[src/rtl/osp_pkg.sv]
package osp_pkg;
  localparam int STAT_W      = 16;
  localparam int BIT_TOGGLE  = 15;
  localparam int BIT_SYNCERR = 13;
  localparam int BIT_ERROR   = 6;
  localparam int BIT_OVR     = 1;
  localparam int BIT_UDR     = 0;

  function automatic logic [STAT_W-1:0] make_status(input logic tog, input logic serr,
                                                     input logic ovr, input logic udr);
    logic [STAT_W-1:0] s;
    s = '0;
    s[BIT_TOGGLE]  = tog;
    s[BIT_SYNCERR] = serr;
    s[BIT_ERROR]   = ovr | udr;
    s[BIT_OVR]     = ovr;
    s[BIT_UDR]     = udr;
    return s;
  endfunction
endpackage

[src/rtl/osp_sat.sv]
module osp_sat #(
  parameter int W = 16
) (
  input  logic signed [W:0] raw,
  output logic [W-1:0]      value,
  output logic              ovr,
  output logic              udr
);
  localparam logic signed [W:0] MAXV = {2'b00, {(W-1){1'b1}}};
  localparam logic signed [W:0] MINV = {2'b11, {(W-1){1'b0}}};

  always_comb begin
    ovr = raw > MAXV;
    udr = raw < MINV;
    if (ovr)      value = MAXV[W-1:0];
    else if (udr) value = MINV[W-1:0];
    else          value = raw[W-1:0];
  end

  // in-range values pass unchanged, sign included
  always_comb begin
    if (!ovr && !udr)
      assert_sat_passthru_R9: assert ($signed({value[W-1], value}) == raw)
        else $error("saturation altered an in-range value");
  end
endmodule

[src/rtl/osp_buffer.sv]
module osp_buffer #(
  parameter int NUM_CH = 2,
  parameter int DEPTH  = 64,
  parameter int W      = 16,
  localparam int IDX_W  = $clog2(DEPTH),
  localparam int FILL_W = IDX_W + 1,
  localparam int CH_W   = (NUM_CH > 1) ? $clog2(NUM_CH) : 1
) (
  input  logic              clk,
  input  logic              wr_en,
  input  logic              wr_bank,
  input  logic [IDX_W-1:0]  wr_idx,
  input  logic [NUM_CH*W-1:0] wr_data,
  input  logic              rd_bank,
  input  logic [CH_W-1:0]   rd_ch,
  input  logic [IDX_W-1:0]  rd_idx,
  input  logic [FILL_W-1:0] rd_fill,
  output logic [W-1:0]      rd_data
);
  logic [W-1:0] ch_rd [NUM_CH];

  for (genvar c = 0; c < NUM_CH; c++) begin : g_lane
    logic [W-1:0] mem [2][DEPTH];
    always_ff @(posedge clk) begin
      if (wr_en) mem[wr_bank][wr_idx] <= wr_data[c*W +: W];
    end
    assign ch_rd[c] = mem[rd_bank][rd_idx];
  end

  always_comb begin
    if ({1'b0, rd_idx} >= rd_fill || int'(rd_ch) >= NUM_CH) rd_data = '0;
    else                                                    rd_data = ch_rd[rd_ch];
  end
endmodule

[src/rtl/osp_ctrl.sv]
module osp_ctrl #(
  parameter int NUM_CH = 2,
  parameter int MAX_OS = 64,
  parameter int DEF_OS = 10,
  parameter int SEQ_W  = 16,
  parameter int TIME_W = 64,
  localparam int IDX_W  = $clog2(MAX_OS),
  localparam int FACT_W = IDX_W + 1
) (
  input  logic              clk,
  input  logic              rst_n,
  input  logic              sample_trig,
  input  logic              cycle_trig,
  input  logic [FACT_W-1:0] os_factor,
  input  logic [NUM_CH-1:0] smp_ovr,
  input  logic [NUM_CH-1:0] smp_udr,
  output logic              wr_en,
  output logic              wr_bank,
  output logic [IDX_W-1:0]  wr_idx,
  output logic              rd_bank,
  output logic              rec_valid,
  output logic [FACT_W-1:0] rec_fill,
  output logic              rec_serr,
  output logic              rec_tog,
  output logic [SEQ_W-1:0]  rec_cnt,
  output logic [TIME_W-1:0] rec_time,
  output logic [NUM_CH-1:0] rec_ovr,
  output logic [NUM_CH-1:0] rec_udr
);
  logic [FACT_W-1:0] fill_q, fill_d, act_q, act_d, req_f;
  logic              wbank_q;
  logic [NUM_CH-1:0] ovr_q, ovr_d, udr_q, udr_d;
  logic [TIME_W-1:0] time_q;
  logic              valid_q, serr_q, tog_q;
  logic [FACT_W-1:0] rfill_q;
  logic [SEQ_W-1:0]  cnt_q;
  logic [TIME_W-1:0] rtime_q;
  logic [NUM_CH-1:0] rovr_q, rudr_q;

  // next-state
  always_comb begin
    if (os_factor == '0)                        req_f = FACT_W'(1);
    else if (os_factor > FACT_W'(MAX_OS))       req_f = FACT_W'(MAX_OS);
    else                                        req_f = os_factor;

    wr_en   = sample_trig && (cycle_trig || fill_q < act_q);
    wr_bank = cycle_trig ? ~wbank_q : wbank_q;
    wr_idx  = cycle_trig ? '0 : fill_q[IDX_W-1:0];

    act_d = (cycle_trig || fill_q == '0) ? req_f : act_q;

    if (cycle_trig) begin
      fill_d = sample_trig ? FACT_W'(1) : '0;
      ovr_d  = sample_trig ? smp_ovr : '0;
      udr_d  = sample_trig ? smp_udr : '0;
    end else if (wr_en) begin
      fill_d = fill_q + FACT_W'(1);
      ovr_d  = ovr_q | smp_ovr;
      udr_d  = udr_q | smp_udr;
    end else begin
      fill_d = fill_q;
      ovr_d  = ovr_q;
      udr_d  = udr_q;
    end
  end

  // registers
  always_ff @(posedge clk or negedge rst_n) begin
    if (!rst_n) begin
      fill_q  <= '0;
      act_q   <= FACT_W'(DEF_OS);
      wbank_q <= 1'b0;
      ovr_q   <= '0;
      udr_q   <= '0;
      time_q  <= '0;
      valid_q <= 1'b0;
      serr_q  <= 1'b0;
      tog_q   <= 1'b0;
      rfill_q <= '0;
      cnt_q   <= '0;
      rtime_q <= '0;
      rovr_q  <= '0;
      rudr_q  <= '0;
    end else begin
      fill_q  <= fill_d;
      act_q   <= act_d;
      ovr_q   <= ovr_d;
      udr_q   <= udr_d;
      time_q  <= time_q + TIME_W'(1);
      valid_q <= cycle_trig;
      if (cycle_trig) begin
        wbank_q <= ~wbank_q;
        serr_q  <= fill_q < act_q;
        tog_q   <= ~tog_q;
        rfill_q <= fill_q;
        cnt_q   <= cnt_q + SEQ_W'(1);
        rtime_q <= time_q;
        rovr_q  <= ovr_q;
        rudr_q  <= udr_q;
      end
    end
  end

  assign rd_bank   = ~wbank_q;
  assign rec_valid = valid_q;
  assign rec_fill  = rfill_q;
  assign rec_serr  = serr_q;
  assign rec_tog   = tog_q;
  assign rec_cnt   = cnt_q;
  assign rec_time  = rtime_q;
  assign rec_ovr   = rovr_q;
  assign rec_udr   = rudr_q;

  assert_fill_bound_R2: assert property (@(posedge clk) disable iff (!rst_n)
    fill_q <= act_q);

  assert_seq_step_R6: assert property (@(posedge clk) disable iff (!rst_n)
    valid_q |-> cnt_q == $past(cnt_q) + SEQ_W'(1));

  assert_toggle_flip_R7: assert property (@(posedge clk) disable iff (!rst_n)
    valid_q |-> tog_q != $past(tog_q));

  assert_time_hold_R5: assert property (@(posedge clk) disable iff (!rst_n)
    !valid_q |-> $stable(rtime_q));
endmodule

[src/rtl/osp_block_packer.sv]
module osp_block_packer
  import osp_pkg::*;
#(
  parameter int NUM_CH   = 2,
  parameter int SAMPLE_W = 16,
  parameter int MAX_OS   = 64,
  parameter int DEF_OS   = 10,
  parameter int SEQ_W    = 16,
  parameter int TIME_W   = 64,
  localparam int IDX_W  = $clog2(MAX_OS),
  localparam int FACT_W = IDX_W + 1,
  localparam int CH_W   = (NUM_CH > 1) ? $clog2(NUM_CH) : 1,
  localparam int RAW_W  = SAMPLE_W + 1
) (
  input  logic                       clk,
  input  logic                       rst_n,
  input  logic                       sample_trig,
  input  logic                       cycle_trig,
  input  logic [FACT_W-1:0]          os_factor,
  input  logic [NUM_CH*RAW_W-1:0]    adc_raw,
  input  logic [CH_W-1:0]            rd_ch,
  input  logic [IDX_W-1:0]           rd_idx,
  output logic [SAMPLE_W-1:0]        rd_sample,
  output logic                       rec_valid,
  output logic [SEQ_W-1:0]           rec_count,
  output logic [TIME_W-1:0]          rec_time,
  output logic [FACT_W-1:0]          rec_fill,
  output logic [NUM_CH*STAT_W-1:0]   rec_status
);
  logic [1:0]               rst_sync_q;
  logic                     rst_int_n;
  logic [NUM_CH*SAMPLE_W-1:0] sat_data;
  logic [NUM_CH-1:0]        sat_ovr, sat_udr, rec_ovr, rec_udr;
  logic                     wr_en, wr_bank, rd_bank, rec_serr, rec_tog;
  logic [IDX_W-1:0]         wr_idx;

  // reset asserts at once, releases on the clock
  always_ff @(posedge clk or negedge rst_n) begin
    if (!rst_n) rst_sync_q <= 2'b00;
    else        rst_sync_q <= {rst_sync_q[0], 1'b1};
  end
  assign rst_int_n = rst_sync_q[1];

  for (genvar c = 0; c < NUM_CH; c++) begin : g_ch
    osp_sat #(.W(SAMPLE_W)) i_sat (
      .raw  (adc_raw[c*RAW_W +: RAW_W]),
      .value(sat_data[c*SAMPLE_W +: SAMPLE_W]),
      .ovr  (sat_ovr[c]),
      .udr  (sat_udr[c])
    );
    assign rec_status[c*STAT_W +: STAT_W] =
      make_status(rec_tog, rec_serr, rec_ovr[c], rec_udr[c]);
  end

  osp_ctrl #(
    .NUM_CH(NUM_CH), .MAX_OS(MAX_OS), .DEF_OS(DEF_OS),
    .SEQ_W(SEQ_W), .TIME_W(TIME_W)
  ) i_ctrl (
    .clk(clk), .rst_n(rst_int_n),
    .sample_trig(sample_trig), .cycle_trig(cycle_trig), .os_factor(os_factor),
    .smp_ovr(sat_ovr), .smp_udr(sat_udr),
    .wr_en(wr_en), .wr_bank(wr_bank), .wr_idx(wr_idx), .rd_bank(rd_bank),
    .rec_valid(rec_valid), .rec_fill(rec_fill), .rec_serr(rec_serr),
    .rec_tog(rec_tog), .rec_cnt(rec_count), .rec_time(rec_time),
    .rec_ovr(rec_ovr), .rec_udr(rec_udr)
  );

  osp_buffer #(.NUM_CH(NUM_CH), .DEPTH(MAX_OS), .W(SAMPLE_W)) i_buf (
    .clk(clk), .wr_en(wr_en), .wr_bank(wr_bank), .wr_idx(wr_idx),
    .wr_data(sat_data), .rd_bank(rd_bank), .rd_ch(rd_ch), .rd_idx(rd_idx),
    .rd_fill(rec_fill), .rd_data(rd_sample)
  );
endmodule

[config.mk]
export PLATFORM = sky130hd
export DESIGN_NAME = osp_block_packer
export DESIGN_NICKNAME = d
export VERILOG_FILES = /design/src/rtl/osp_pkg.sv /design/src/rtl/osp_sat.sv /design/src/rtl/osp_buffer.sv /design/src/rtl/osp_ctrl.sv /design/src/rtl/osp_block_packer.sv
export SDC_FILE = /design/constraint.sdc
export NUM_CORES = 2
export LEC_CHECK = 0
export BUFFER_PORTS_ARGS = -buffer_cell sky130_fd_sc_hd__buf_2
export CAP_MARGIN = 0
export CORE_MARGIN = 5
export CORE_UTILIZATION = 30
export CTS_BUF_LIST = sky130_fd_sc_hd__clkbuf_4 sky130_fd_sc_hd__clkbuf_8
export DETAILED_ROUTE_END_ITERATION = 7
export PLACE_DENSITY = 0.51
export SETUP_SLACK_MARGIN = 0.3
export SKIP_LAST_GASP = 1
export SLEW_MARGIN = 40
export SYNTH_ARGS = -nofsm -noshare
export SYNTH_HDL_FRONTEND = slang
export SYNTH_SLANG_ARGS = --single-unit
[constraint.sdc]
create_clock -name clk -period 11.2 [get_ports clk]
set_clock_uncertainty 0.2 [all_clocks]
set_input_delay 1.68 -clock clk [delete_from_list [all_inputs] [get_ports clk]]
set_output_delay 1.68 -clock clk [all_outputs]
set_load 0.03 [all_outputs]
==> results.yml <==
synthesis:
  async_flop_share_pct: 4.19
  synth_common_cells: "edfxtp_1, mux4_2, nand2_1, dfrtp_1, clkbuf_1"
  synth_warnings: 0
  synth_top_cell_area_share_pct: 74.9
  ys_ff_latch: 4275
  syn_avg_cell_area_um2: 22.5
  ys_types: 68
  synth_edf_count: 4096
  synth_area_um2: 164000
  yosysMostFrequentCell: "edfxtp_1"
  synth_cells: 7309
  synth_seq_area_share_pct: 77.6
  yosys.area.top_type: "edfxtp_1"
  synth-main-ff-cell: "edfxtp_1"
  synth_area_leaders: "edfxtp_1, mux4_2, dfrtp_1"
clock_network:
  htree_levels: 6
  cts_root_buf: "clkbuf_8"
  clk_latency_ps: 1250
  cts_resized: 0
  cts_tree: "built"
  clock-sinks: 4275
  clk_pin_slew_worst_paths_ps: 60
  clockBufferDepth: 4
  cts_inserted_buffers: 706
outcome:
  status: "complete, no violations"
routing:
  ant_nets: 0
  route.detailed.drc: 0
  viasPerCell: 5.30
  vias: 84400
  post_drt_wl_per_cell_um: 33.1
  drtPass1Iterations: 5
  drt-initial-drc-count: 11100
  routed_wirelength_um: 528000
critical_path:
  end_kind: "primary output"
  crit_path_max_fanout: 54
  arrival_ps: 6740
  required_ps: 9320
  startpoint_type: "register"
  critPathKind: "reg2out"
  r2r_slack_ps: 6190
sta:
  finalSetupViolCount: 0
  slew_viol_final: 0
  period_share_pct: 77.0
  fmax_mhz: 116
  finalWorstSetupSlack_ps: 2580
  tightest_slew_ps: 963
  hold_ws_ps: 9.46
  fin_crit_ps: 8620
  fin_setup_tns_ps: 0
  rsz0062_at_grt: "false"
  relSlewSlack_pct: 35.1
  hold_violations: 0
place:
  dpl_worst_slack_ps: 2700
  placed_area_um2: 176000
  hpwl_um: 303000
  gp_congestion: 0.866
  numPortBuffers: 165
global_routing:
  grt_pass1_vias: 86000
  overflow: 0
  grt_max_degree: 101
  antenna_found_initial: 47
  grt_use_total_pct: 18.3
  grt_pass1_wl_um: 721000
die:
  fp.dieH_um: 750
  fp.coreArea_um2: 545000
  initial_utilization_pct: 30.1
  dieArea_um2: 562000
  die_w_um: 750
  num_rows: 271
  io-pin-count: 188
power_and_ir_drop:
  power_density_nw_per_um2: 198
  p_leak_nw: 59.8
  ir_drop_mv: 0.154
hold_path:
  hold_class: "reg2async"
finish:
  final_util_pct: 34.9
  drive_above_1_share_pct: 34.2
  area_delta_synth_final_pct: 15.9
  nNetsFinal: 8177
  fin_area_um2: 190000
run:
  cap_violations: 0
==> layout make-up <==
cell class	instances	area (µm²)
fillers	50600	355000
flip-flops and latches	4275	127000
multi-input cells	2611	35700
clock buffers	980	11900
well taps	7234	9050
repair buffers	485	4070
clock inverters	271	1790
inverters	30	120
diodes	42	105
==> power by group <==
group / total, mW / internal [mW] / switching, mW / leakage, nW
logic: 6.40 / 2.75 / 3.65 / 13.4
clock network: 13.5 / 7.13 / 6.34 / 7.24
registers: 17.8 / 17.7 / 0.0606 / 39.2
total: 37.7 / 27.6 / 10.1 / 59.8
==> metal layers <==
layer | track usage, % | part of all wire (%) | up-vias | wire length, µm
met5 | 0 | 0.012 | - | 64
met4 | 6.82 | 4.1 | 10 | 21500
met3 | 4.42 | 9.6 | 953 | 50500
met2 | 28.7 | 46 | 4553 | 244000
met1 | 24.8 | 40 | 46200 | 212000
li1 | - | - | 32700 | -
==> registers in the layout, indices dropped and copies added, names as in the netlist, 2 cells and up <==
| name | cells |
|---|---|
| i_buf.g_lane.mem | 4096 |
| i_ctrl.act_q | 7 |
| i_ctrl.fill_q | 7 |
| i_ctrl.ovr_q | 2 |
| i_ctrl.rec_cnt | 16 |
| i_ctrl.rec_fill | 7 |
| i_ctrl.rec_ovr | 2 |
| i_ctrl.rec_time | 64 |
| i_ctrl.rec_udr | 2 |
| i_ctrl.time_q | 64 |
| i_ctrl.udr_q | 2 |
| rst_sync_q | 2 |
==> worst max-delay path, stage by stage (launching register included) <==
cell and delay [ps]:
dfrtp_4 580, buf_12 220, buf_12 210, buf_12 370
buf_16 360, mux4_2 570, a22oi_1 250, a21oi_1 190
nor4_2 790, nor2_1 240, a21oi_1 600, nand3_1 540
buf_2 350
==> repair_timing <==
action                                  in CTS  in global routing
hold buffers                                 1                  0
setup buffers                                0                  0
endpoints found under the setup margin       0                  0
hold endpoints to repair                     2                  0
==> kinds of logic after synthesis <==
logic type / share of synthesized area [%]
AO/OA/AOI/OAI: 2.05
flip-flops: 77.6
multiplexers: 16.1
AND/OR/NAND/NOR: 2.09
buffers and inverters: 1.43
XOR/XNOR: 0.432
other: 0.00457
adder cells (fa/ha/maj): 0.305
==> worst paths after layout <==
| kind | endpoint | start | cells after the start |
|---|---|---|---|
| setup / recovery | rd_sample[14] | i_ctrl.wbank_q | 12 |
| hold / removal | i_ctrl.time_q[53] | rst_sync_q[1] | 0 |
| setup reg to reg | i_buf.g_lane[0].mem[1][368] | i_ctrl.fill_q[1] | 8 |
| hold reg to reg | i_ctrl.time_q[53] | rst_sync_q[1] | 0 |
| max in group asynchronous | i_ctrl.time_q[31] | rst_sync_q[1] | 2 |
| min in group clk | rst_sync_q[1] | rst_sync_q[0] | 0 |
==> cells in the final DEF, fill, tap and decap left out, types with 61 or more instances in the layout <==
cell type	count
mux2_2	75
buf_2	160
a21oi_1	74
clkbuf_8	726
a22oi_1	131
clkinv_1	162
buf_4	230
edfxtp_1	4096
dfrtp_1	175
nand3_1	113
o22ai_1	61
mux2i_1	90
clkbuf_4	254
nand2_1	225
nor2_4	105
mux4_2	1092
==> metrics by stage <==
stage                     total power, mW  std cells
after floorplan                      22.5       7330
after global placement               24.5      14600
after detailed placement             24.6      14600
after CTS                            38.1      15900
after global routing                 39.1      15900
final                                37.7      15900
No activity file was read; power rests on OpenSTA's default activity.
